## config.mk

```make
export PLATFORM = sky130hd
export DESIGN_NAME = hello_scroll
export DESIGN_NICKNAME = d
export VERILOG_FILES = /design/src/rtl/hello_scroll_pkg.sv /design/src/rtl/hs_btn_edge.sv /design/src/rtl/hs_step_ctrl.sv /design/src/rtl/hs_scan_drv.sv /design/src/rtl/hello_scroll.sv
export SDC_FILE = /design/constraint.sdc
export NUM_CORES = 1
export LEC_CHECK = 0
export BUFFER_PORTS_ARGS = -buffer_cell sky130_fd_sc_hd__buf_2
export CORE_MARGIN = 8
export CORE_UTILIZATION = 63
export DETAILED_ROUTE_END_ITERATION = 6
export PLACE_DENSITY = 0.81
export SLEW_MARGIN = 5
export SYNTH_ARGS = -nofsm -noshare
export SYNTH_HDL_FRONTEND = slang
export SYNTH_SLANG_ARGS = --single-unit
```

## constraint.sdc

```tcl
create_clock -name clk -period 8.4 [get_ports clk]
set_clock_uncertainty 0.1 [all_clocks]
set_input_delay 0.42 -clock clk [delete_from_list [all_inputs] [get_ports clk]]
set_output_delay 0.42 -clock clk [all_outputs]
set_load 0.05 [all_outputs]
```

## src/rtl/hello_scroll_pkg.sv

```systemverilog
// Package: shared constants and glyph helpers for the scrolling display.
// Assumes a fixed seven-slot text ring viewed through six digits.
package hello_scroll_pkg;

    localparam int unsigned NUM_DIGITS = 6;
    localparam int unsigned RING_SLOTS = 7;
    localparam int unsigned SLOT_W     = 3;
    localparam int unsigned SEG_W      = 8;
    // Slot shown on the rightmost digit when the offset is zero (the O).
    localparam int unsigned ANCHOR     = 4;

    // Map a ring slot to its segment pattern.
    function automatic logic [SEG_W-1:0] slot_glyph(input logic [SLOT_W-1:0] slot);
        case (slot)
            3'd0:    return 8'h6E;
            3'd1:    return 8'h9E;
            3'd2,
            3'd3:    return 8'h1C;
            3'd4:    return 8'hFC;
            default: return 8'h00;
        endcase
    endfunction

    // Ring slot visible on a digit for a given ring offset.
    function automatic logic [SLOT_W-1:0] digit_slot(input logic [SLOT_W-1:0] ofs,
                                                     input logic [SLOT_W-1:0] dig);
        int unsigned t;
        t = int'(ofs) + RING_SLOTS + ANCHOR - int'(dig);
        return SLOT_W'(t % RING_SLOTS);
    endfunction

endpackage

```

## src/rtl/hs_btn_edge.sv

```systemverilog
// Module: button synchronizer and press detector.
// Assumes an active-low, already debounced button. Emits a one-cycle
// pulse for each transition from released to pressed.
module hs_btn_edge (
    input  logic clk,
    input  logic rst_n,
    input  logic btn_n,
    output logic press
);
    logic sync1, sync2, held;

    // Two-flop synchronizer on the pressed level, plus a delayed copy.
    always_ff @(posedge clk) begin
        if (!rst_n) begin
            sync1 <= 1'b0;
            sync2 <= 1'b0;
            held  <= 1'b0;
        end else begin
            sync1 <= ~btn_n;
            sync2 <= sync1;
            held  <= sync2;
        end
    end

    // Pulse on the first synchronized cycle of a press.
    assign press = sync2 & ~held;

endmodule

```

## src/rtl/hs_step_ctrl.sv

```systemverilog
// Module: speed selector, reverse one-shot, step tick and ring offset.
// Assumes press inputs are single-cycle pulses. All periods scale with CLK_HZ.
module hs_step_ctrl #(
    parameter int unsigned CLK_HZ = 50_000_000
) (
    input  logic       clk,
    input  logic       rst_n,
    input  logic       spd_evt,
    input  logic       rev_evt,
    output logic [2:0] ofs,
    output logic       rev_on
);
    localparam int unsigned STEP_S0  = CLK_HZ;
    localparam int unsigned STEP_S1  = (CLK_HZ * 2) / 5;
    localparam int unsigned STEP_S2  = CLK_HZ / 10;
    localparam int unsigned STEP_S3  = CLK_HZ / 50;
    localparam int unsigned STEP_REV = CLK_HZ / 2;
    localparam int unsigned REV_CLKS = 5 * CLK_HZ;
    localparam int unsigned CW       = $clog2(CLK_HZ + 1);
    localparam int unsigned RW       = $clog2(REV_CLKS + 1);
    localparam int unsigned LAST_OFS = hello_scroll_pkg::RING_SLOTS - 1;

    logic [1:0]    spd;
    logic [RW-1:0] rev_left;
    logic [CW-1:0] cnt, per;
    logic          rev_last, dir_chg, step;

    // Speed index: advance on each press, wrap after the fastest.
    always_ff @(posedge clk) begin
        if (!rst_n)       spd <= 2'd0;
        else if (spd_evt) spd <= spd + 2'd1;
    end

    // Reverse one-shot: load on press, count down to zero.
    always_ff @(posedge clk) begin
        if (!rst_n)              rev_left <= '0;
        else if (rev_evt)        rev_left <= RW'(REV_CLKS);
        else if (rev_left != '0) rev_left <= rev_left - 1'b1;
    end

    assign rev_on   = (rev_left != '0);
    assign rev_last = (rev_left == RW'(1));
    assign dir_chg  = (rev_evt & ~rev_on) | (rev_last & ~rev_evt);

    // Active step period for the current direction and speed.
    always_comb begin
        case (spd)
            2'd0:    per = CW'(STEP_S0);
            2'd1:    per = CW'(STEP_S1);
            2'd2:    per = CW'(STEP_S2);
            default: per = CW'(STEP_S3);
        endcase
        if (rev_on) per = CW'(STEP_REV);
    end

    assign step = ~dir_chg & (cnt >= per - 1'b1);

    // Step counter: cleared on wrap and on a direction change.
    always_ff @(posedge clk) begin
        if (!rst_n)                     cnt <= '0;
        else if (dir_chg || step)       cnt <= '0;
        else                            cnt <= cnt + 1'b1;
    end

    // Ring offset: one slot per step, in the active direction.
    always_ff @(posedge clk) begin
        if (!rst_n) begin
            ofs <= '0;
        end else if (step) begin
            if (rev_on) ofs <= (ofs == '0) ? 3'(LAST_OFS) : ofs - 3'd1;
            else        ofs <= (ofs == 3'(LAST_OFS)) ? '0 : ofs + 3'd1;
        end
    end

endmodule

```

## src/rtl/hs_scan_drv.sv

```systemverilog
// Module: digit scanner and character encoder.
// Assumes SCAN_CLKS >= 1. Select is one-cold; segments are combinational.
module hs_scan_drv #(
    parameter int unsigned SCAN_CLKS = 200
) (
    input  logic       clk,
    input  logic       rst_n,
    input  logic [2:0] ofs,
    output logic [7:0] seg,
    output logic [5:0] sel_n
);
    import hello_scroll_pkg::*;

    localparam int unsigned DW = (SCAN_CLKS > 1) ? $clog2(SCAN_CLKS) : 1;

    logic [DW-1:0] div;
    logic [2:0]    dig;

    // Scan divider and active digit index.
    always_ff @(posedge clk) begin
        if (!rst_n) begin
            div <= '0;
            dig <= '0;
        end else if (div == DW'(SCAN_CLKS - 1)) begin
            div <= '0;
            dig <= (dig == 3'(NUM_DIGITS - 1)) ? '0 : dig + 3'd1;
        end else begin
            div <= div + 1'b1;
        end
    end

    // One-cold select decode, one bit per digit.
    for (genvar i = 0; i < NUM_DIGITS; i++) begin : g_sel
        assign sel_n[i] = (dig != 3'(i));
    end

    // Glyph of the slot visible on the active digit.
    assign seg = slot_glyph(digit_slot(ofs, dig));

endmodule

```

## src/rtl/hello_scroll.sv

```systemverilog
// Module: top of the scrolling message display controller.
// Assumes clean active-low buttons and a synchronous active-low reset.
module hello_scroll #(
    parameter int unsigned CLK_HZ    = 50_000_000,
    parameter int unsigned SCAN_CLKS = 200
) (
    input  logic       clk,
    input  logic       rst_n,
    input  logic       spd_btn_n,
    input  logic       rev_btn_n,
    output logic [7:0] seg,
    output logic [5:0] dig_sel_n
);
    logic       spd_evt, rev_evt, rev_on;
    logic [2:0] ofs;

    hs_btn_edge u_spd_btn (.clk(clk), .rst_n(rst_n), .btn_n(spd_btn_n), .press(spd_evt));
    hs_btn_edge u_rev_btn (.clk(clk), .rst_n(rst_n), .btn_n(rev_btn_n), .press(rev_evt));

    hs_step_ctrl #(.CLK_HZ(CLK_HZ)) u_ctrl (
        .clk(clk), .rst_n(rst_n), .spd_evt(spd_evt), .rev_evt(rev_evt),
        .ofs(ofs), .rev_on(rev_on)
    );

    hs_scan_drv #(.SCAN_CLKS(SCAN_CLKS)) u_scan (
        .clk(clk), .rst_n(rst_n), .ofs(ofs), .seg(seg), .sel_n(dig_sel_n)
    );

endmodule

```

======== After elaboration in Yosys (flattened, before gate mapping) ========
Cells that the tools add are included.
cells by class
  $add $sub $neg .......................... 11
  multipliers ............................. 0
  div/mod/pow operators ................... 1
  $lt $le $gt $ge ......................... 1
  eq/ne operators ......................... 15
  shift operators ......................... 0
  multiplexer cells ....................... 9
  bitwise gates (word level) .............. 14
  reductions and logical operators ........ 11
operators by type and width
  operator                 number
  $pmux W26 S3             1
  $mux W28                 2
  $add A32 B3 Y32 const B  1
  $mod A32 B3 Y32 const B  1
  $pmux W8 S4              1
  $sub A32 B3 Y32          1
  $eq A28 B1 Y1 const B    1
  $reduce_bool A28 Y1      1
  $sub A28 B1 Y28 const B  1
  $add A26 B1 Y26 const B  1
  $ge A26 B26 Y1           1
  $mux W26                 1
  $sub A26 B1 Y26 const B  1
  $mux W3                  4
  $eq A3 B3 Y1 const B     3
  $add A8 B1 Y8 const B    1
  $eq A8 B8 Y1 const B     1
  $not A1 Y1               8
  $reduce_or A2 Y1         4
  $add A3 B1 Y3 const B    2
  $eq A3 B2 Y1 const B     2
  $logic_not A3 Y1         2
  $ne A3 B2 Y1 const B     2
  $ne A3 B3 Y1 const B     2
  13 further kinds         17
storage, ports and cells
  bits in registers ....................... 76
  latch bits .............................. 0
  RAM bits ................................ 0
  ROM bits ................................ 0
  input port bits ......................... 4
  output and inout bits ................... 14
  memories ................................ 0

======== Longest topological paths before layout ========
  depth after elaboration ................. 9
  mapped depth ............................ 33

======== By module ========
From an unflattened synthesis, not the netlist that was laid out.
second synthesis, totals
  cells, all modules ...................... 584
  area total of the unflattened synthesis .. 4918.5 um^2
modules (own cells, without submodules)
  module        times used  cells each  area an instance (um^2)  sequential area each (um^2)
  hs_step_ctrl  1           419         3525.9                   1181.1
  hs_scan_drv   1           151         1202.4                   220.2
  hs_btn_edge   2           7           95.1                     60.1

======== Worst setup path after synthesis ========
Ideal clock, no wire load.
  kind .................................... register to output
  from .................................... register u_ctrl.ofs[0]
  to ...................................... output seg[3]
  data arrival time ....................... 7.757 ns
  data required time ...................... 7.880 ns
  slack ................................... 0.123 ns
  cell stages (with the launch flop) ...... 33
  path buffers ............................ 4
  cell sequence ........................... dfxtp_1 inv_1 ha_1 inv_1 ha_1 ha_1 fa_1 and2_1 buf_2 nor2_8 ha_1 and2_1 clkbuf_1 nor2_1 o31ai_1 a31oi_4 a311oi_4 nor2_1 mux2i_1 ha_1 inv_1 o2111ai_4 xnor2_1 inv_1 ha_1 nand2_1 o221ai_1 a31oi_1 and2_1 buf_6 or2_2 o21ai_0 buf_4
between the ends
  cells in the longest elaborated chain, start to end .. 7
  elaborated cells on any way between the ends .. 11
  classes of those cells .................. add/sub (3); div (1); eq/ne (4); mux (1); reduce/logical (2)
ends and longest elaborated chain
  element                   RTL line                source
  start: declaration        hs_step_ctrl.sv:10      output logic [2:0] ofs,
  start signal: assignment  hs_step_ctrl.sv:70      if (rev_on) ofs <= (ofs == '0) ? 3'(LAST_OFS) : ofs - 3'd1;
  start signal: assignment  hs_step_ctrl.sv:71      else ofs <= (ofs == 3'(LAST_OFS)) ? '0 : ofs + 3'd1;
  $add A3 B3 Y4 *           hello_scroll_pkg.sv:28  t = int'(ofs) + RING_SLOTS + ANCHOR - int'(dig);
  $add A32 B3 Y32 *         hello_scroll_pkg.sv:28
  $sub A32 B3 Y32 *         hello_scroll_pkg.sv:28
  $mod A32 B3 Y32 *         hello_scroll_pkg.sv:29  return SLOT_W'(t % RING_SLOTS);
  $eq A3 B2 Y1              hello_scroll_pkg.sv:14  case (slot)
  $reduce_or A2 Y1          hello_scroll_pkg.sv:14
  $pmux W8 S4 *             hello_scroll_pkg.sv:14
  end: declaration          hello_scroll.sv:11      output logic [7:0] seg,
Mark *: on every way between the ends. The rest lies on a longest branch, timed or not.

======== Worst setup path after layout ========
  from .................................... register u_ctrl.ofs[0]
  to ...................................... output seg[4]
The elaborated chain is that of the path after synthesis.

==> metrics.cfg <==
[setup_path]
r2r_setup_slack_ns=2.88
critPathArrivalTime_ns=7.51
path_delay_family=adder cells
worst-path-buf-inv=6
r2r_cells=21
worst_setup_path_end_kind=primary output
reg2reg_to=u_ctrl.cnt[5]
required_ns=7.88
cpMostUsedCell=ha_1
crit_path_max_fanout=9
cpPeakStageDelay_ns=0.45
cp_slowest_cell=fa_1
criticalPathCategory=reg -> out
worstSetupStartpointType=flop
cp.depth=30
worstReg2RegStart=u_ctrl.rev_left[21]

[sta]
worst_pin_slew_ns=0.861
period_needed_ns=8.03
min_period_over_period_pct=95.6
finalMaxSlewViolations=0
setup_viol=0
worst_hold_slack_ns=0.104
hold_viol_final=0
maxSlewHeadroom_pct=42.6
timing.fmax_mhz=125

[clock_tree]
cts_hold_buf=0
clkSlewWorstSetupHoldPaths_ns=0.08
htreeDepth=3
cts-root-buf=clkbuf_8
clkLatencyLatePin_ns=0.36
cts_buffers=9
clock-sinks=76
cts_buffer_depth=2
cts_tree=done

[finish]
synthToLayoutAreaGrowth_pct=6.86
nNetsFinal=725
drive_above_1_share_pct=10.3
antennaDiodeCount=0
layout_commonest_cell=nor2_1
stdcell_area_um2=5770
layout_common_cells=nor2_1, dfxtp_1, nand2_1

[min_path]
whs_endpoint=u_rev_btn.sync1
hp-class=in -> reg
holdPathStages=2
hold_start=rev_btn_n

[floorplanning]
ios=18
die_w_um=109
dieArea_um2=11800
fp.dieH_um=109
start_util_pct=65.4
coreArea_um2=8260
rows=33

[drt]
wl_per_cell_um=14.6
viasPerCell=5.91
via_count=4630
routed_wl_um=11400
drt_pass1_iterations=5
drt_first_iter_violations=249
drc=0
ant_nets=0

[synth]
syn_avg_cell_area_um2=8.03
synth-edff-count=0
synth_nets=724
synth-seq-cells=76
async_reset_ff_share_pct=0
synth_area_um2=5400
yosys_warnings=0
yosys.area.top_type=dfxtp_1
synth_area_leaders=dfxtp_1, ha_1, nor2_1, xnor2_1, xor2_1
synth_top_cell_area_share_pct=28.2
synth_cell_types=79
ys.flop_type=dfxtp_1
ys_seq_area_share_pct=28.2
synth_cells=672

[placed_design]
placedInstanceArea_um2=5480
place.gp.congestion=0.903
io_buffers=16
dp_hpwl_um=8430

[outcome]
status=finished, final reports clean

[global_routing]
grt_pass1_vias=4467
grt_max_degree=27
antenna_found_initial=0
grt_pass1_wl_um=19900
grt_overflow_total=0
grt.total_usage_pct=20.3

[power]
p_leak_nw=2.34
power-per-cell-area_nw_per_um2=203
vdd_drop_max_mv=0.204
total_power_w=0.00117

[flow_run]
drv_cap=0

area by class of cell:
cell class | instances | area [µm²]
sequential | 76 | 1520
clock buffer | 9 | 124
multi-input combinational | 533 | 3620
fill | 683 | 2490
timing repair buffer | 18 | 95.1
tap | 105 | 131
inverter | 35 | 146
clock inverter | 7 | 128
metal layers:
metal	GRT usage (%)	vias up	routed length [µm]
met4	6.35	0	127
met3	3.63	11	486
li1	-	2356	-
met1	25.5	2164	5450
met5	0	-	0
met2	34.3	99	5370
cells by family after synthesis:
family	count (synthesis)	share of synthesized area, %
and+or+nand+nor	281	26.0
muxes	9	1.74
DFF	76	28.2
other	1	0.0695
adders and majority gates	48	11.3
xor gates and xnor gates	61	9.90
buffers and inverters	63	5.33
AOI/OAI and AO/OA	133	17.5
worst max-delay path by stage:
stage | startpoint | to
after floorplan | u_ctrl.ofs[0] | seg[3]
after global placement | u_ctrl.ofs[0] | seg[6]
after detailed placement | u_ctrl.ofs[0] | seg[4]
after CTS | u_ctrl.ofs[0] | seg[4]
after global routing | u_ctrl.ofs[0] | seg[4]
final | u_ctrl.ofs[0] | seg[4]
sequential cells by signal (all words and copies together) (netlist names):
name,cells
u_ctrl.spd,2
u_scan.div,8
u_rev_btn.sync2,1
u_ctrl.rev_left,28
u_spd_btn.sync1,1
u_spd_btn.held,1
u_ctrl.cnt,26
u_ctrl.ofs,3
u_scan.dig,3
u_rev_btn.held,1
u_rev_btn.sync1,1
u_spd_btn.sync2,1
Yosys cell counts (4+ instances only):
library cell  instances
a31oi_1               4
nor3_1               13
nand2_1              49
a311oi_1              4
xor2_1               28
nor2b_1               7
nand4_1              11
nand3_1              32
a211oi_1              5
o21ai_0              23
and2_1               12
xnor2_1              33
inv_1                32
o21a_1                5
ha_1                 47
and3_1               10
a21o_1               11
a21oi_1              42
nor4_1                5
mux2i_1               6
dfxtp_1              76
or3_1                13
nor2_1              103
clkbuf_1             19
timing repair:
| action | CTS | global route |
|---|---|---|
| pin swaps | 0 | 0 |
| setup buffers | 0 | 1 |
| endpoints found under the setup margin | 4 | 7 |
| endpoints found under the hold margin | 0 | 0 |
| gates resized for setup | 1 | 11 |
report_power, final:
part / leakage [nW] / internal (W) / switching (W)
logic: 1.59 / 0.000144 / 0.000206
registers: 0.620 / 0.000417 / 0.0000496
clock network: 0.127 / 0.000203 / 0.000151
total: 2.34 / 0.000763 / 0.000406
through the flow:
step	std cells	setup TNS [ns]	util [%]	setup WS, ns
floorplan	672	0	-	0.123
global placement	766	0	66.3	0.703
detailed placement	766	0	66.3	0.371
CTS	782	0	69.4	0.0353
global route	783	-0.0572	69.9	-0.0334
finish	783	0	69.9	0.371
(Power assumes the default switching activity.)
